## src/rtl/trap_pkg.sv

```systemverilog
package trap_pkg;
   localparam int CAUSE_W = 2;
   typedef enum logic [CAUSE_W-1:0] {
      CAUSE_UNDEF = 2'd0,
      CAUSE_OVF   = 2'd1,
      CAUSE_IRQ   = 2'd2
   } cause_e;
endpackage

```

## src/rtl/trap_arbiter.sv

```systemverilog
module trap_arbiter
   import trap_pkg::*;
(
   input  logic   undef_i,
   input  logic   ovf_i,
   input  logic   irq_i,
   input  logic   ie_i,
   input  logic   eret_i,
   output logic   enter_o,
   output logic   leave_o,
   output cause_e code_o
);
   logic irq_ok;

   always_comb begin
      irq_ok  = irq_i & ie_i;
      enter_o = undef_i | ovf_i | irq_ok;
      leave_o = eret_i & ~enter_o;
      if (undef_i)     code_o = CAUSE_UNDEF;
      else if (ovf_i)  code_o = CAUSE_OVF;
      else             code_o = CAUSE_IRQ;
   end
endmodule

```

## src/rtl/trap_vector.sv

```systemverilog
module trap_vector
   import trap_pkg::*;
#(
   parameter int              XLEN       = 32,
   parameter bit              VEC_ENABLE = 1'b1,
   parameter logic [XLEN-1:0] FIXED_ADDR = 32'h8000_0080,
   parameter logic [XLEN-1:0] VEC_BASE   = 32'h0000_0080,
   parameter int              VEC_SHIFT  = 7
) (
   input  logic            vec_mode_i,
   input  cause_e          code_i,
   output logic [XLEN-1:0] target_o
);
   localparam int SLOT_TOP = VEC_SHIFT + CAUSE_W;

   initial begin
      if (SLOT_TOP > XLEN) $error("vector slot field exceeds address width");
   end

   generate
      if (VEC_ENABLE) begin : g_vectored
         logic [XLEN-1:0] slot;
         always_comb begin
            slot     = XLEN'(code_i) << VEC_SHIFT;
            target_o = vec_mode_i ? (VEC_BASE + slot) : FIXED_ADDR;
         end
      end else begin : g_fixed
         logic unused_sel;
         always_comb begin
            unused_sel = vec_mode_i ^ code_i[0];
            target_o   = FIXED_ADDR;
         end
      end
   endgenerate
endmodule

```

## src/rtl/trap_state.sv

```systemverilog
module trap_state
   import trap_pkg::*;
#(
   parameter int XLEN = 32
) (
   input  logic            clk,
   input  logic            rst_n,
   input  logic            enter_i,
   input  logic            leave_i,
   input  cause_e          code_i,
   input  logic [XLEN-1:0] pc_i,
   input  logic [XLEN-1:0] entry_tgt_i,
   output logic            redirect_o,
   output logic [XLEN-1:0] target_o,
   output logic [CAUSE_W-1:0] cause_o,
   output logic [XLEN-1:0] epc_o,
   output logic            kernel_o,
   output logic            ie_o
);
   logic prev_kernel_q;

   always_ff @(posedge clk) begin
      if (!rst_n) begin
         redirect_o    <= 1'b0;
         target_o      <= '0;
         cause_o       <= '0;
         epc_o         <= '0;
         kernel_o      <= 1'b1;
         ie_o          <= 1'b0;
         prev_kernel_q <= 1'b0;
      end else if (enter_i) begin
         redirect_o    <= 1'b1;
         target_o      <= entry_tgt_i;
         cause_o       <= code_i;
         epc_o         <= pc_i;
         prev_kernel_q <= kernel_o;
         kernel_o      <= 1'b1;
         ie_o          <= 1'b0;
      end else if (leave_i) begin
         redirect_o    <= 1'b1;
         target_o      <= epc_o;
         kernel_o      <= prev_kernel_q;
         ie_o          <= 1'b1;
      end else begin
         redirect_o    <= 1'b0;
      end
   end

   AST_ENTRY_MODE: assert property (@(posedge clk) disable iff (!rst_n)
      enter_i |=> kernel_o && !ie_o && redirect_o);
   AST_EPC_SAVE: assert property (@(posedge clk) disable iff (!rst_n)
      enter_i |=> epc_o == $past(pc_i));
   AST_RET_TARGET: assert property (@(posedge clk) disable iff (!rst_n)
      leave_i |=> redirect_o && ie_o && target_o == $past(epc_o));
   AST_REDIR_SOURCE: assert property (@(posedge clk) disable iff (!rst_n)
      !enter_i && !leave_i |=> !redirect_o);
endmodule

```

## src/rtl/trap_ctrl.sv

```systemverilog
module trap_ctrl
   import trap_pkg::*;
#(
   parameter int              XLEN       = 32,
   parameter bit              VEC_ENABLE = 1'b1,
   parameter logic [XLEN-1:0] FIXED_ADDR = 32'h8000_0080,
   parameter logic [XLEN-1:0] VEC_BASE   = 32'h0000_0080,
   parameter int              VEC_SHIFT  = 7
) (
   input  logic               clk,
   input  logic               rst_n,
   input  logic               undef_i,
   input  logic               ovf_i,
   input  logic               irq_i,
   input  logic               eret_i,
   input  logic               vec_mode_i,
   input  logic [XLEN-1:0]    pc_i,
   output logic               redirect_o,
   output logic [XLEN-1:0]    target_o,
   output logic [CAUSE_W-1:0] cause_o,
   output logic [XLEN-1:0]    epc_o,
   output logic               kernel_o,
   output logic               ie_o
);
   initial begin
      if (XLEN < 8) $error("XLEN too small for handler addresses");
   end

   logic            enter, leave;
   cause_e          code;
   logic [XLEN-1:0] entry_tgt;

   trap_arbiter u_arb (
      .undef_i (undef_i),
      .ovf_i   (ovf_i),
      .irq_i   (irq_i),
      .ie_i    (ie_o),
      .eret_i  (eret_i),
      .enter_o (enter),
      .leave_o (leave),
      .code_o  (code)
   );

   trap_vector #(
      .XLEN       (XLEN),
      .VEC_ENABLE (VEC_ENABLE),
      .FIXED_ADDR (FIXED_ADDR),
      .VEC_BASE   (VEC_BASE),
      .VEC_SHIFT  (VEC_SHIFT)
   ) u_vec (
      .vec_mode_i (vec_mode_i),
      .code_i     (code),
      .target_o   (entry_tgt)
   );

   trap_state #(.XLEN(XLEN)) u_state (
      .clk         (clk),
      .rst_n       (rst_n),
      .enter_i     (enter),
      .leave_i     (leave),
      .code_i      (code),
      .pc_i        (pc_i),
      .entry_tgt_i (entry_tgt),
      .redirect_o  (redirect_o),
      .target_o    (target_o),
      .cause_o     (cause_o),
      .epc_o       (epc_o),
      .kernel_o    (kernel_o),
      .ie_o        (ie_o)
   );

   AST_IRQ_MASKED: assert property (@(posedge clk) disable iff (!rst_n)
      irq_i && !ie_o && !undef_i && !ovf_i && !eret_i |=> !redirect_o);
   AST_FIXED_TARGET: assert property (@(posedge clk) disable iff (!rst_n)
      (undef_i || ovf_i) && !vec_mode_i |=> target_o == FIXED_ADDR);
   AST_UNDEF_FIRST: assert property (@(posedge clk) disable iff (!rst_n)
      undef_i |=> cause_o == CAUSE_W'(0));
endmodule

```

## config.mk

```make
export PLATFORM = sky130hd
export DESIGN_NAME = trap_ctrl
export DESIGN_NICKNAME = d
export VERILOG_FILES = /design/src/rtl/trap_pkg.sv /design/src/rtl/trap_arbiter.sv /design/src/rtl/trap_vector.sv /design/src/rtl/trap_state.sv /design/src/rtl/trap_ctrl.sv
export SDC_FILE = /design/constraint.sdc
export NUM_CORES = 1
export LEC_CHECK = 0
export CAP_MARGIN = 20
export CORE_MARGIN = 5
export CORE_UTILIZATION = 40
export DETAILED_ROUTE_END_ITERATION = 8
export PLACE_DENSITY = 0.71
export SLEW_MARGIN = 25
export SYNTH_ARGS = -nofsm -noshare
export SYNTH_HDL_FRONTEND = slang
export SYNTH_SLANG_ARGS = --single-unit
```

## constraint.sdc

```tcl
create_clock -name clk -period 1.3 [get_ports clk]
set_input_delay 0.195 -clock clk [delete_from_list [all_inputs] [get_ports clk]]
set_output_delay 0.195 -clock clk [all_outputs]
set_load 0.1 [all_outputs]
```

==> metrics.yaml <==
timing:
  finalHoldViolCount: 0
  fin_crit_ns: 1.19
  fin_tns_setup_ns: 0
  worst_pin_slew_ns: 0.224
  maxSlewHeadroom_pct: 85.0
  fin_ws_ns: 0.110
  max_clock_freq_mhz: 840
  slew_viol_final: 0
  finClkSkew_ns: 0.00637
  fin_hold_ws_ns: 0.265
  fin_crit_sh_pct: 91.5
  setup_viol: 0
  rsz0062_at_grt: "false"
power:
  irDropWorstVdd_v: 0.000904
  power.leakage_nw: 2.03
  total_power_mw: 5.79
  powerDensity_mw_per_mm2: 1180
floorplanning:
  die_h_um: 92.2
  start_util_pct: 40.5
  fp-row-count: 30
  dieArea_sq_mm: 0.00851
  die_width_um: 92.2
  ios: 108
  core-area_sq_mm: 0.00668
final_layout:
  layout_commonest_cell: "buf_12"
  fin_util_pct: 73.5
  final_nets: 431
  antennaDiodeCount: 0
  final_layout_size_suffix_gt1_share_pct: 36.0
  stdcell_area_sq_mm: 0.00491
  area_growth_pct: 81.6
  final_cells: 477
  most-common-layout-cells: "buf_12, nand2_1, dfxtp_1, clkdlybuf4s50_1, nor2_1"
detailed_routing:
  route.detailed.drc: 0
  met2_length_um: 3890
  drtIter0Drc: 48
  ant_nets: 0
  num_vias: 2286
  top_layer: "met4"
  wl_met3_um: 387
  wl_met1_um: 2940
  vias_per_cell: 4.79
  dr.pass1.iters: 4
  wl_per_cell_um: 15.5
  drt-total-wl_um: 7390
clock_network:
  clk_latency_ns: 0.35
  cts.sinks: 70
  postCtsSetupBuffers: 0
  cts_max_level: 3
  clockRootBuffer: "clkbuf_8"
  clk_pin_slew_worst_paths_ns: 0.07
  clockBufferDepth: 2
  cts_tree: "yes"
  cts_buffers: 9
  ctsHoldBuffers: 0
yosys:
  synth_warnings: 0
  synthesis.area_sq_mm: 0.00271
  synth_area_per_cell_sq_um: 9.91
  ys_ff_latch: 70
  syn_inst: 273
  yosysSeqAreaShare_pct: 51.8
  yosysUniqueCellTypes: 20
  mappedNetlistNets: 312
placed_design:
  dpl.hpwl_um: 5520
  postPlaceCellArea_sq_mm: 0.00467
  dp_cells: 461
  gp_congestion: 0.713
  portBuffers: 107
  dp_slack_ns: -0.318
outcome:
  status: "finished, final reports clean"
worst_hold_path:
  hold_path.class: "in -> reg"
setup_path:
  crit_path_end_kind: "flop"
  startpoint_type: "flop"
  cp_slowest_cell: "dfxtp_4"
  worstPathRequired_ns: 1.53
  worstSetupPathType: "reg -> reg"
  worst_ep_arrival_time_ns: 1.42
  crit_chain: "a211o_2 -> buf_4 -> nand2_1 -> a21boi_0"
  slowest_delay_ns: 0.38
  crit_fanout: 11
global_routing:
  antenna_found_initial: 0
  grt_pass1_vias: 2385
  grt_util_all_layers_pct: 18.3
  grt_pass1_wl_um: 12000
  grt.overflow.total: 0
  grt_max_degree: 24
flow_run:
  drv_cap: 0
[synth_stat cells]
library cell,instances,area [sq um]
nand2_1,71,267
dfxtp_1,70,1400
nor2_1,34,128
mux2i_1,32,320
a21boi_2,29,327
buf_2,8,40.0
buf_6,5,56.3
a21boi_0,4,30.0
clkbuf_1,4,15.0
a21oi_1,3,15.0
nor2b_1,3,18.8
o21a_1,2,15.0
a211o_1,1,8.76
a211o_2,1,10.0
a211oi_4,1,20.0
and3_1,1,6.26
buf_4,1,7.51
nand3_1,1,5.00
nand3b_1,1,7.51
nor3b_1,1,7.51
[path summary, 6_finish.rpt]
check	from	endpoint	slack [ns]	depth (start not counted)
min	irq_i	u_state.cause_o[1]$_SDFFE_PN0P_	0.26	3
min reg2reg	u_state.prev_kernel_q$_SDFFE_PN0P_	u_state.prev_kernel_q$_SDFFE_PN0P_	0.47	2
max reg2reg	u_state.ie_o$_SDFFE_PP0P_	u_state.epc_o[13]$_SDFFE_PN0P_	0.11	4
max	u_state.ie_o$_SDFFE_PP0P_	u_state.epc_o[13]$_SDFFE_PN0P_	0.11	4
[sequential cells by signal, summed over array words and instances, names as in the netlist]
signal / count
u_state.redirect_o: 1
u_state.prev_kernel_q: 1
u_state.cause_o: 2
u_state.target_o: 32
u_state.ie_o: 1
u_state.epc_o: 32
u_state.kernel_o: 1
[timing repair]
| item | in CTS | in global routing |
|---|---|---|
| setup endpoints to repair | 0 | 29 |
| endpoints found under the hold margin | 0 | 0 |
| gates resized for setup | 0 | 4 |
[kinds of logic (layout without fill, tap and decap cells)]
family / count (synthesis) / count (layout) / synth area share, %
simple gates: 112 / 112 / 16.2
flops: 70 / 70 / 51.8
buf+inv: 18 / 142 / 4.39
compound gates: 41 / 41 / 15.7
mux: 32 / 32 / 11.8
[critical path, delay by kind of cell (launching register included)]
| kind | cells | cell delay, ns |
|---|---|---|
| AO/OA/AOI/OAI | 2 | 0.43 |
| flip-flops | 1 | 0.38 |
| buffers and inverters | 1 | 0.20 |
| AND/OR/NAND/NOR | 1 | 0.08 |
[cell type report]
class	count	area, sq um
sequential	70	1410
multi-input combinational	185	1180
timing repair buffer	126	1980
tap	80	100
clock buffer	11	151
clock inverter	5	81.3
fill	478	1770
[routing by layer]
layer | GRT usage [%] | up-vias
met3 | 4.43 | 12
met2 | 32.7 | 59
met1 | 19.9 | 1084
met5 | 0 | -
met4 | 9.28 | 0
li1 | - | 1131
[where the power goes]
group	leakage, nW	total (mW)	switching [mW]	internal, mW
clock	0.116	2.02	0.837	1.19
combinational	1.34	1.44	0.849	0.586
sequential	0.576	2.34	0.106	2.23
total	2.03	5.79	1.79	4.00
Power figures use the tool's default switching activity.
